File: src/rtl/doorbell_pkg.sv
package doorbell_pkg;
  typedef enum logic [1:0] {
    CMD_CLEAR = 2'd0,
    CMD_START = 2'd1,
    CMD_RESET = 2'd2,
    CMD_RSVD  = 2'd3
  } db_cmd_e;

  typedef struct packed {
    logic clr;
    logic start;
    logic hard;
  } db_strobe_t;
endpackage

File: src/rtl/db_addr_match.sv
module db_addr_match #(
  parameter int ADDR_W   = 16,
  parameter int NARROW_W = 8
) (
  input  logic [ADDR_W-1:0] cfg_addr_i,
  input  logic              wide_i,
  input  logic [ADDR_W-1:0] bus_addr_i,
  output logic              match_o
);
  logic [ADDR_W-1:0] bit_ok;

  for (genvar b = 0; b < ADDR_W; b++) begin : g_bit
    if (b < NARROW_W) begin : g_low
      assign bit_ok[b] = (cfg_addr_i[b] == bus_addr_i[b]);
    end else begin : g_high
      // upper bits only count in wide mode
      assign bit_ok[b] = !wide_i || (cfg_addr_i[b] == bus_addr_i[b]);
    end
  end

  assign match_o = &bit_ok;
endmodule

File: src/rtl/db_cmd_decode.sv
module db_cmd_decode
  import doorbell_pkg::*;
#(
  parameter int DATA_W = 8
) (
  input  logic              clk_i,
  input  logic              rst_ni,
  input  logic              hit_i,
  input  logic [DATA_W-1:0] data_i,
  input  logic              hard_en_i,
  output db_strobe_t        strobe_o
);
  db_cmd_e    cmd;
  db_strobe_t strobe_d, strobe_q;

  assign cmd = db_cmd_e'(data_i[1:0]);

  always_comb begin
    strobe_d = '0;
    if (hit_i) begin
      unique case (cmd)
        CMD_CLEAR: strobe_d.clr   = 1'b1;
        CMD_START: strobe_d.start = 1'b1;
        CMD_RESET: strobe_d.hard  = hard_en_i;
        CMD_RSVD:  strobe_d       = '0;
        default:   strobe_d       = '0;
      endcase
    end
  end

  always_ff @(posedge clk_i or negedge rst_ni) begin
    if (!rst_ni) strobe_q <= '0;
    else         strobe_q <= strobe_d;
  end

  assign strobe_o = strobe_q;

  a_r5_strobe_exclusive: assert property (@(posedge clk_i) disable iff (!rst_ni)
    $onehot0({strobe_q.clr, strobe_q.start, strobe_q.hard}));

  a_r4_strobe_needs_write: assert property (@(posedge clk_i) disable iff (!rst_ni)
    hit_i == 1'b0 |=> strobe_q == '0);

  a_r7_hard_needs_enable: assert property (@(posedge clk_i) disable iff (!rst_ni)
    !hard_en_i |=> !strobe_q.hard);
endmodule

File: src/rtl/db_irq_latch.sv
module db_irq_latch (
  input  logic clk_i,
  input  logic rst_ni,
  input  logic set_i,
  input  logic ack_i,
  output logic irq_o
);
  logic irq_q;

  always_ff @(posedge clk_i or negedge rst_ni) begin
    if (!rst_ni)    irq_q <= 1'b0;
    else if (set_i) irq_q <= 1'b1;  // new write beats ack
    else if (ack_i) irq_q <= 1'b0;
  end

  assign irq_o = irq_q;

  a_r10_irq_set: assert property (@(posedge clk_i) disable iff (!rst_ni)
    set_i |=> irq_q);

  a_r10_irq_hold: assert property (@(posedge clk_i) disable iff (!rst_ni)
    irq_q && !ack_i |=> irq_q);

  a_r10_irq_clear: assert property (@(posedge clk_i) disable iff (!rst_ni)
    ack_i && !set_i |=> !irq_q);
endmodule

File: src/rtl/db_blk_addr.sv
module db_blk_addr #(
  parameter int ADDR_W  = 16,
  parameter int SHIFT   = 4,
  parameter int PAGE_W  = 4,
  localparam int BLK_W  = PAGE_W + ADDR_W + SHIFT
) (
  input  logic [ADDR_W-1:0] port_i,
  input  logic              page_hi_i,
  output logic [BLK_W-1:0]  blk_o
);
  logic [PAGE_W-1:0] page;
  assign page  = page_hi_i ? {PAGE_W{1'b1}} : {PAGE_W{1'b0}};
  assign blk_o = {page, port_i, {SHIFT{1'b0}}};
endmodule

File: src/rtl/doorbell_port_decoder.sv
module doorbell_port_decoder
  import doorbell_pkg::*;
#(
  parameter int ADDR_W   = 16,
  parameter int NARROW_W = 8,
  parameter int DATA_W   = 8,
  parameter int SHIFT    = 4,
  parameter int PAGE_W   = 4,
  localparam int BLK_W   = PAGE_W + ADDR_W + SHIFT
) (
  input  logic              clk_i,
  input  logic              rst_ni,
  input  logic [ADDR_W-1:0] cfg_port_addr_i,
  input  logic              cfg_wide_io_i,
  input  logic              cfg_page_hi_i,
  input  logic              cfg_hard_rst_en_i,
  input  logic              bus_init_i,
  input  logic              io_wr_i,
  input  logic              io_rd_i,
  input  logic [ADDR_W-1:0] io_addr_i,
  input  logic [DATA_W-1:0] io_data_i,
  input  logic              irq_ack_i,
  output logic              clr_irq_o,
  output logic              start_o,
  output logic              board_rst_o,
  output logic              local_irq_o,
  output logic [BLK_W-1:0]  blk_addr_o
);
  logic       addr_hit;
  logic       wr_hit;
  logic       init_q;
  db_strobe_t strobe;

  db_addr_match #(.ADDR_W(ADDR_W), .NARROW_W(NARROW_W)) u_match (
    .cfg_addr_i (cfg_port_addr_i),
    .wide_i     (cfg_wide_io_i),
    .bus_addr_i (io_addr_i),
    .match_o    (addr_hit)
  );

  // reads never qualify, even with a matching address
  assign wr_hit = io_wr_i && addr_hit;

  db_cmd_decode #(.DATA_W(DATA_W)) u_cmd (
    .clk_i     (clk_i),
    .rst_ni    (rst_ni),
    .hit_i     (wr_hit),
    .data_i    (io_data_i),
    .hard_en_i (cfg_hard_rst_en_i),
    .strobe_o  (strobe)
  );

  db_irq_latch u_irq (
    .clk_i  (clk_i),
    .rst_ni (rst_ni),
    .set_i  (wr_hit),
    .ack_i  (irq_ack_i),
    .irq_o  (local_irq_o)
  );

  db_blk_addr #(.ADDR_W(ADDR_W), .SHIFT(SHIFT), .PAGE_W(PAGE_W)) u_blk (
    .port_i    (cfg_port_addr_i),
    .page_hi_i (cfg_page_hi_i),
    .blk_o     (blk_addr_o)
  );

  always_ff @(posedge clk_i or negedge rst_ni) begin
    if (!rst_ni) init_q <= 1'b0;
    else         init_q <= bus_init_i;
  end

  assign clr_irq_o   = strobe.clr;
  assign start_o     = strobe.start;
  assign board_rst_o = strobe.hard | init_q;

  a_r9_bus_init_resets: assert property (@(posedge clk_i) disable iff (!rst_ni)
    bus_init_i |=> board_rst_o);

  a_r4_read_ignored: assert property (@(posedge clk_i) disable iff (!rst_ni)
    io_rd_i && !io_wr_i && !local_irq_o && !irq_ack_i |=> !local_irq_o && !start_o && !clr_irq_o);
endmodule

File: config.mk
export PLATFORM = sky130hd
export DESIGN_NAME = doorbell_port_decoder
export DESIGN_NICKNAME = d
export VERILOG_FILES = /design/src/rtl/doorbell_pkg.sv /design/src/rtl/db_addr_match.sv /design/src/rtl/db_cmd_decode.sv /design/src/rtl/db_irq_latch.sv /design/src/rtl/db_blk_addr.sv /design/src/rtl/doorbell_port_decoder.sv
export SDC_FILE = /design/constraint.sdc
export NUM_CORES = 1
export LEC_CHECK = 0
export ABC_AREA = 1
export BUFFER_PORTS_ARGS = -buffer_cell sky130_fd_sc_hd__buf_2
export CORE_ASPECT_RATIO = 0.75
export CORE_MARGIN = 2
export CORE_UTILIZATION = 34
export CTS_CLUSTER_DIAMETER = 200
export DETAILED_ROUTE_END_ITERATION = 8
export PLACE_DENSITY = 0.9
export SETUP_SLACK_MARGIN = 0.05
export SLEW_MARGIN = 20
export SYNTH_ARGS = -nofsm -noshare
export SYNTH_HDL_FRONTEND = slang
export SYNTH_SLANG_ARGS = --single-unit
File: constraint.sdc
create_clock -name clk_i -period 0.9 [get_ports clk_i]
set_input_delay 0.045 -clock clk_i [delete_from_list [all_inputs] [get_ports clk_i]]
set_output_delay 0.045 -clock clk_i [all_outputs]
set_load 0.05 [all_outputs]
==> results.md, run 1 <==
- Share of cells above drive strength 1: between 30 and 40%
- Syn-to-layout area delta: 33.5%
- Crit path largest cell delay: 350 ps
- Pre-CTS setup slack: about 28 ps
- DRC Markers: 0
- Commonest cells after routing, fill and taps aside: buf_2 (56), nand2_1 (50), inv_1 (31), nor2_1 (12), dfrtp_1 (5)
- CP delay by family, top: flip-flops
- Max Transition Viols Final: 0
- Flops & latches, synth: 5
- FILL cells: 227
- Row Count: 14
- Clock power share: 27.2%
- Via-to-Cell Ratio: around 3.8
- CP Cell Sequence: or2_4 > buf_8
- Multi-input gate area: about 290 um2
- TritonRoute pass-1 iters: 2
- Final hold violations: 0
- H-tree depth: 1
- Max-Cap Viols: 0
- Total global routing overflow: 0
- Pleak: 0.682 nW
- Core area: 1980 um2
- Hold Crit Class: in2reg
- Post-synthesis sequential area ratio: between 15 and 20%
- Vias in the first global route: between 600 and 700
- Sw Ratio: around two fifths
- Core Util, Final: 47.3%
- Switching Power: slightly below 0.0004 W
- Nets: 226
- DPL Wire Length: 1.22 mm
- Cells after Synth: 131
- Failing checks: setup timing
- Setup Skew: 0 ps
- Post-Route WL: between 1 and 1.5 mm
- Tot Pwr: between 0.0009 and 0.001 W
- Tcrit/Tclk final: 114%
- Setup repair after global routing missed its margin: yes
- Synth Warn #: 0
- Largest net degree at the start of global routing: 6
- Total die area: between 2000 and 2500 um2
- First-pass GRT wire length: between 2 and 2.5 mm
- Total Routing Usage GR: approximately an eighth
- ANT cells: 0
- Routed vias: around 760
- Clock Sinks: 5
- Most common cell after layout, fill and taps aside: buf_2
- RePlAce Congestion: roughly 0.62
- Post-CTS Setup Inserts: 0
- Critical-path cell with the highest stage delay: dfrtp_1
- Tmin final: 1030 ps
- Clock slew at reported path FFs: ~40 ps
- Comb power frac: approximately half
- Finish-stage setup viols: 1
- Sequential share of power: 24.7%
- Reg area: roughly 130 um2
- Initial antenna violation count: 0
- Crit end category: primary output
- Worst path arrival time: 990 ps
- Port Buffer Count: 60
- CP max FO: 1
- Startpoint types: flip-flop
- Max Buffers Root-to-Sink: 2
- Internal Power: 0.000541 W
- Mapped Area: 702 um2
- Setup ws final: -130 ps
- Worst EP required: 850 ps
- Synth cell types: 12
- Clock latency on the worst-skew pair: 240 ps
- Number of CTS-inserted buffers: 3
- Die width: 56.5 um
- WP buf/inv: 1
- Status: finished with violations
- Fmax: 971 MHz
- Iteration-0 DRC Markers: 3
- Synthesized area per cell: between 5 and 6 um2
- Pwr dens: a little under 1000 nW/um2
- CP Class: reg2out
- Chip Height: 43.4 um
- Routed Antenna Nets: 0
- CTS tree: built
- Max VDD drop: approximately 0.54 mV
- Average wire per standard cell: approximately 6.6 um
- Root buf cell: clkbuf_4
- Initial core utilization: between 30% and 40%
- Top Ports: 77
-- stage by stage --
| stage | hold WS, ps | cells | setup TNS [ps] | cell area [um2] |
|---|---|---|---|---|
| floorplan | -251 | 134 | 0 | 713 |
| global placement | -142 | 194 | 0 | 863 |
| detailed placement | -139 | 194 | 0 | 863 |
| CTS | 31.8 | 200 | -143 | 931 |
| global route | 55.3 | 200 | -161 | 937 |
| finish | 40.6 | 200 | -130 | 937 |
-- path summary, 6_finish.rpt --
kind	start	slack, ps	to	cells past startpoint
min reg2reg	u_irq.irq_o$_DFFE_PN0P_	510	u_irq.irq_o$_DFFE_PN0P_	2
min	io_data_i[0]	40	u_cmd.strobe_o[1]$_DFF_PN0_	3
max in group asynchronous	rst_ni	630	u_cmd.strobe_o[0]$_DFF_PN0_	2
min in group asynchronous	rst_ni	140	u_cmd.strobe_o[2]$_DFF_PN0_	2
max	init_q$_DFF_PN0_	-130	board_rst_o	2
max reg2reg	u_irq.irq_o$_DFFE_PN0P_	280	u_irq.irq_o$_DFFE_PN0P_	2
-- timing repair --
item                       4_1_cts  5_1_grt
setup endpoints to repair        3        3
pin swaps                        0        0
resized for setup                7        3
hold endpoints to repair         6        0
hold buffers                     2        0
-- cell usage after synthesis --
master / instances / area share [%]
inv_1: 31 / 17
o21ai_1: 1 / 0.71
buf_4: 24 / 26
nand2_1: 50 / 27
or2_2: 1 / 0.89
nand2_2: 1 / 0.89
o21ai_0: 2 / 1.4
nor2_2: 1 / 0.89
nand3_1: 2 / 1.4
conb_1: 1 / 0.53
nor2_1: 12 / 6.4
dfrtp_1: 5 / 18
-- layout make-up --
cell class / count / area share, %
multi-input cells: 74 / 31.4
inverters: 31 / 12.4
well taps: 24 / 3.20
clock buffers: 4 / 2.80
repair buffers: 62 / 36.8
flip-flops and latches: 5 / 13.4
-- state kept, by name, indices dropped and copies added (netlist names) --
register	flops
u_irq.irq_o	1
init_q	1
u_cmd.strobe_o	3
-- worst reg2reg max path, cell delays in order, from the launching register on --
cell and delay (ps):
dfrtp_1 380, nand2_1 80, nand2_1 50
-- power by group through the flow --
stage | registers (W) | logic [W] | clock network [W]
CTS | 0.000229 | 0.000451 | 0.000268
global placement | 0.000232 | 0.000430 | 0
detailed placement | 0.000232 | 0.000436 | 0
finish | 0.000229 | 0.000446 | 0.000253
global route | 0.000229 | 0.000494 | 0.000276
floorplan | 0.000233 | 0.000395 | 0
-- layer usage --
| metal | vias up | share of wire [%] | track usage (%) |
|---|---|---|---|
| li1 | 428 | - | - |
| met1 | 303 | 38 | 11.4 |
| met2 | 25 | 54 | 23.7 |
| met3 | 2 | 7.4 | 3.58 |
| met4 | 0 | 0.30 | 5.71 |
| met5 | - | 0 | 0 |
-- logic make-up after synthesis --
logic type             Yosys count  share of synthesized area [%]
AND/OR/NAND/NOR                 67                           37.3
other                            1                          0.534
buffers and inverters           55                           42.2
AO/OA/AOI/OAI                    3                           2.14
flip-flops                       5                           17.8
Power figures use the tool's default switching activity.
==> run 2, diff against run 1 <==
RECOVER_POWER = 25   (was not set)
==> results.md, run 2 (synthesis gave the netlist of run 1 again) <==
- Row Count: 14 (unchanged)
- Clock Sinks: 5 (unchanged)
- Share of cells above drive strength 1: 36.9% (was 37.5%)
- Multi-input gate area: 294 um2 (unchanged)
- Sequential share of power: 24.7% (about the same)
- Reg area: 125 um2 (unchanged)
- Initial antenna violation count: 0 (unchanged)
- Final hold slack: 40.6 ps (unchanged)
- Number of flip-flops in the largest register: 3 (unchanged)
- Internal Power: 0.000541 W (about the same)
- Setup Skew: 0 ps (unchanged)
- Max VDD drop: 0.540 mV (about the same)
- Hold Path Origin: io_data_i[0] (unchanged)
- Die width: 56.5 um (unchanged)
- Clock latency on the worst-skew pair: 240 ps (about the same)
- DRC Markers: 0 (unchanged)
- Routed Antenna Nets: 0 (unchanged)
- Commonest cells after routing, fill and taps aside: buf_2 (55), nand2_1 (50), inv_1 (31), nor2_1 (12), dfrtp_1 (5) (was buf_2 (56), nand2_1 (50), inv_1 (31), nor2_1 (12), dfrtp_1 (5))
- First-pass GRT wire length: 2.33 mm (unchanged)
- Sw Ratio: 41.7% (about the same)
- Crit. Startpoint: init_q$_DFF_PN0_ (unchanged)
- Most common cell after layout, fill and taps aside: buf_2 (unchanged)
- Status: finished with violations (unchanged)
- CTS tree: built (unchanged)
- Placed Cells: 194 (unchanged)
- FILL cells: 228 (was 227)
- Iteration-0 DRC Markers: 3 (unchanged)
- Number of CTS-inserted buffers: 3 (unchanged)
- Tot Pwr: 0.000927 W (was 0.000928 W)
- Total die area: 2450 um2 (unchanged)
- Pre-CTS setup slack: 28.0 ps (unchanged)
- Finish-stage setup viols: 1 (unchanged)
- Total global routing overflow: 0 (unchanged)
- Worst path arrival time: 990 ps (about the same)
- CP Class: reg2out (unchanged)
- Switching Power: 0.000387 W (about the same)
- Top Ports: 77 (unchanged)
- Via-to-Cell Ratio: 3.79 (unchanged)
- Average wire per standard cell: 6.62 um (was 6.63 um)
- CP max FO: 1 (unchanged)
- Max Transition Viols Final: 0 (unchanged)
- Failing checks: setup timing (unchanged)
- Syn-to-layout area delta: 33.3% (was 33.5%)
- Crit end category: primary output (unchanged)
- Routed vias: 758 (unchanged)
- Final Instance Area: 936 um2 (was 937 um2)
- Max-Cap Viols: 0 (unchanged)
- Post-CTS Setup Inserts: 0 (unchanged)
- Core area: 1980 um2 (unchanged)
- Pleak: 0.679 nW (was 0.682 nW)
- Post-Route WL: 1.32 mm (was 1.33 mm)
- Startpoint types: flip-flop (unchanged)
- Chip Height: 43.4 um (unchanged)
- Launch point of the worst reg-to-reg path: u_irq.irq_o$_DFFE_PN0P_ (unchanged)
- Clock slew at reported path FFs: 40 ps (about the same)
- Worst EP required: 850 ps (about the same)
- Cell Area, Placed: 863 um2 (unchanged)
- Port Buffer Count: 60 (unchanged)
- RePlAce Congestion: 0.622 (unchanged)
- Tmin final: 1030 ps (about the same)
- Root buf cell: clkbuf_4 (unchanged)
- Setup repair after global routing missed its margin: yes (unchanged)
- ANT cells: 0 (unchanged)
- Setup ws final: -130 ps (about the same)
- H-tree depth: 1 (unchanged)
- Fmax: 971 MHz (about the same)
- Largest net degree at the start of global routing: 6 (unchanged)
- Hold Crit Class: in2reg (unchanged)
- Total Routing Usage GR: 12.0% (unchanged)
- Max Buffers Root-to-Sink: 2 (unchanged)
- Initial core utilization: 35.5% (unchanged)
- Comb power frac: 48.1% (about the same)
- Nets: 226 (unchanged)
- Final hold violations: 0 (unchanged)
- Clock power share: 27.2% (about the same)
- Vias in the first global route: 662 (unchanged)
- DPL Wire Length: 1.22 mm (unchanged)
- Tcrit/Tclk final: 114% (about the same)
- Cell Count, Final, Fillers Out: 200 (unchanged)
- TritonRoute pass-1 iters: 2 (unchanged)
- Pwr dens: 991 nW/um2 (was 990 nW/um2)
-- run 2: cell count changes in the layout (fill, tap and decap cells not counted), sizes merged --
| cell | previous run | this run |
|---|---|---|
| clkbuf | 4 | 5 |
| buf | 60 | 59 |
-- run 2: worst max-delay path, stage by stage (launching register included) --
cell and delay [ps]:
dfrtp_1 350, or2_4 250, buf_8 150
-- run 2: worst paths after layout --
check,to,slack (ps),cells after the start
min in group asynchronous,u_cmd.strobe_o[2]$_DFF_PN0_,180,2
worst min-delay path,u_cmd.strobe_o[1]$_DFF_PN0_,40,3
worst max register to register,u_irq.irq_o$_DFFE_PN0P_,280,2
max in group asynchronous,u_cmd.strobe_o[0]$_DFF_PN0_,520,2
worst max-delay path,board_rst_o,-130,2
worst min register to register,u_irq.irq_o$_DFFE_PN0P_,510,2
-- run 2: layer usage --
layer	vias up	share of wire (%)	routed length (um)	GRT usage, %
li1	428	-	-	-
met1	303	38	503	11.4
met2	25	54	718	23.7
met3	2	7.4	98	3.58
met4	0	0.30	4	5.71
met5	-	0	0	0
-- run 2: final cells by class --
| type | instances | area share, % |
|---|---|---|
| Clock buffer | 4 | 2.81 |
| Inverter | 31 | 12.4 |
| Multi-Input combinational cell | 74 | 31.4 |
| Sequential cell | 5 | 13.4 |
| Tap cell | 24 | 3.21 |
| Timing Repair Buffer | 62 | 36.8 |
-- run 2: repair_timing --
item / in CTS / in global routing
hold buffers: 2 / 0
endpoints found under the setup margin: 3 / 3
endpoints found under the hold margin: 6 / 0
resized for setup: 7 / 3
-- run 2: power groups by stage --
stage | clock [W] | sequential [W] | combinational [W]
finish | 0.000253 | 0.000229 | 0.000446
global route | 0.000276 | 0.000229 | 0.000494
CTS | 0.000268 | 0.000229 | 0.000451
detailed placement | 0 | 0.000232 | 0.000436
global placement | 0 | 0.000232 | 0.000430
floorplan | 0 | 0.000233 | 0.000395
-- run 2: stage by stage --
step,util [%],setup TNS [ps]
global route,47.3,-161
global placement,43.6,0
detailed placement,43.6,0
CTS,47.0,-143
floorplan,-,0
finish,47.3,-130
==> run 3, diff against run 2 <==
MAX_ROUTING_LAYER = met4   (was not set)
==> results.md, run 3 (synthesis gave the netlist of run 1 again) <==
- Pwr dens: 994 nW/um2 (was 991 nW/um2)
- Min-Delay Endpoint: u_cmd.strobe_o[1]$_DFF_PN0_ (unchanged)
- Top Ports: 77 (unchanged)
- Max-Cap Viols: 0 (unchanged)
- Port Buffer Count: 60 (unchanged)
- Max Buffers Root-to-Sink: 2 (unchanged)
- Routed Antenna Nets: 0 (unchanged)
- Setup repair after global routing missed its margin: yes (unchanged)
- Most common cell after layout, fill and taps aside: buf_2 (unchanged)
- Total Routing Usage GR: 12.4% (was 12.0%)
- Post-Route WL: 1.33 mm (was 1.32 mm)
- Cell Count, Final, Fillers Out: 200 (unchanged)
- Clock slew at reported path FFs: 40 ps (about the same)
- Commonest cells after routing, fill and taps aside: buf_2 (55), nand2_1 (50), inv_1 (31), nor2_1 (12), dfrtp_1 (5) (unchanged)
- CTS tree: built (unchanged)
- RePlAce Congestion: 0.626 (was 0.622)
- Iteration-0 DRC Markers: 3 (unchanged)
- Total global routing overflow: 0 (unchanged)
- Tot Pwr: 0.000930 W (was 0.000927 W)
- Status: finished with violations (unchanged)
- Clock latency on the worst-skew pair: 240 ps (about the same)
- Worst Reg-to-Reg Cells: 2 (unchanged)
- Initial antenna violation count: 0 (unchanged)
- Setup ws final: -133 ps (was -130 ps)
- Tmin final: 1030 ps (about the same)
- Setup Skew: 0 ps (unchanged)
- Total die area: 2450 um2 (unchanged)
- Max Transition Viols Final: 0 (unchanged)
- Max VDD drop: 0.550 mV (was 0.540 mV)
- Placed Cells: 194 (unchanged)
- Crit end category: primary output (unchanged)
- Final hold violations: 0 (unchanged)
- Largest net degree at the start of global routing: 6 (unchanged)
- Cell Area, Placed: 863 um2 (unchanged)
- Pre-CTS setup slack: 28.0 ps (unchanged)
- Flop2flop setup slack: 280 ps (about the same)
- CP Cell Sequence: or2_4 > buf_8 (unchanged)
- Core area: 1980 um2 (unchanged)
- Number of flip-flops in the largest register: 3 (unchanged)
- Final Instance Area: 936 um2 (unchanged)
- Tcrit/Tclk final: 115% (was 114%)
- Root buf cell: clkbuf_4 (unchanged)
- Finish-stage setup viols: 1 (unchanged)
- Clock Sinks: 5 (unchanged)
- Final hold slack: 40.6 ps (about the same)
- Hold Path Origin: io_data_i[0] (unchanged)
- Via-to-Cell Ratio: 3.79 (about the same)
- CP max FO: 1 (unchanged)
- H-tree depth: 1 (unchanged)
- Worst EP required: 850 ps (about the same)
- Nets: 226 (unchanged)
- Post-CTS Setup Inserts: 0 (unchanged)
- TritonRoute pass-1 iters: 3 (was 2)
- Failing checks: setup timing (unchanged)
- Launch point of the worst reg-to-reg path: u_irq.irq_o$_DFFE_PN0P_ (unchanged)
- Crit path largest cell delay: 350 ps (about the same)
- Hold depth: 3 (unchanged)
- Row Count: 14 (unchanged)
- Die width: 56.5 um (unchanged)
- Hold Crit Class: in2reg (unchanged)
- Number of CTS-inserted buffers: 3 (unchanged)
- Syn-to-layout area delta: 33.3% (unchanged)
- Worst path arrival time: 990 ps (about the same)
- Initial core utilization: 35.5% (unchanged)
- Chip Height: 43.4 um (unchanged)
- Share of cells above drive strength 1: 36.9% (unchanged)
- Vias in the first global route: 661 (was 662)
- Average wire per standard cell: 6.63 um (was 6.62 um)
- Pleak: 0.679 nW (unchanged)
- CP Class: reg2out (unchanged)
- Reg2Reg Capture Point: u_irq.irq_o$_DFFE_PN0P_ (unchanged)
- First-pass GRT wire length: 2.33 mm (about the same)
- Critical-path cell with the highest stage delay: dfrtp_1 (unchanged)
- DPL Wire Length: 1.22 mm (unchanged)
- Fmax: 968 MHz (was 971 MHz)
- DRC Markers: 0 (unchanged)
- Startpoint types: flip-flop (unchanged)
- Routed vias: 757 (was 758)
- ANT cells: 0 (unchanged)
## run 3: cell counts in the layout (fill, tap and decap cells not counted)
Identical to the previous run, type by type.
## run 3: how the worst max path moves through the flow
stage	startpoint	endpoint	slack, ps	cells after the start
after global placement	init_q$_DFF_PN0_	board_rst_o	40	2
after floorplan	u_irq.irq_o$_DFFE_PN0P_	u_irq.irq_o$_DFFE_PN0P_	60	2
after detailed placement	u_cmd.strobe_o[0]$_DFF_PN0_	board_rst_o	30	2
after CTS	init_q$_DFF_PN0_	board_rst_o	-140	2
after global routing	init_q$_DFF_PN0_	board_rst_o	-160	2
final	init_q$_DFF_PN0_	board_rst_o	-130	2
## run 3: timing repair
item	CTS	global route
hold buffers	2	0
setup endpoints to repair	3	3
hold endpoints to repair	6	0
pin swaps	0	0
resized for setup	7	3
## run 3: metal layers
layer	GRT usage, %	vias to the layer above	routed length [um]
met1	11.6	304	521
met3	3.28	0	89
met5	-	-	0
li1	-	428	-
met4	5.71	0	0
met2	23.7	25	715
## run 3: report_power, final
| part | switching [W] | internal [W] | total, W |
|---|---|---|---|
| logic | 0.000301 | 0.000145 | 0.000446 |
| registers | 0.000000715 | 0.000228 | 0.000229 |
| clock network | 0.0000880 | 0.000167 | 0.000255 |
| total | 0.000389 | 0.000541 | 0.000930 |
## run 3: worst max-delay path, delay by kind of cell (launching register included)
family,cells,cell delay [ps]
DFF,1,350
and+or+nand+nor,1,250
buffers and inverters,1,150
## run 3: cell type report
| class | instances | area (um2) |
|---|---|---|
| Multi-Input combinational cell | 74 | 294 |
| Fill cell | 228 | 1040 |
| Sequential cell | 5 | 125 |
| Timing Repair Buffer | 62 | 344 |
| Inverter | 31 | 116 |
| Tap cell | 24 | 30.0 |
| Clock buffer | 4 | 26.3 |
## run 3: per-stage QoR
stage | TNS (ps) | util (%)
after floorplan | 0 | -
after global placement | 0 | 43.6
after detailed placement | 0 | 43.6
after CTS | -143 | 47.0
after global routing | -161 | 47.3
final | -133 | 47.3
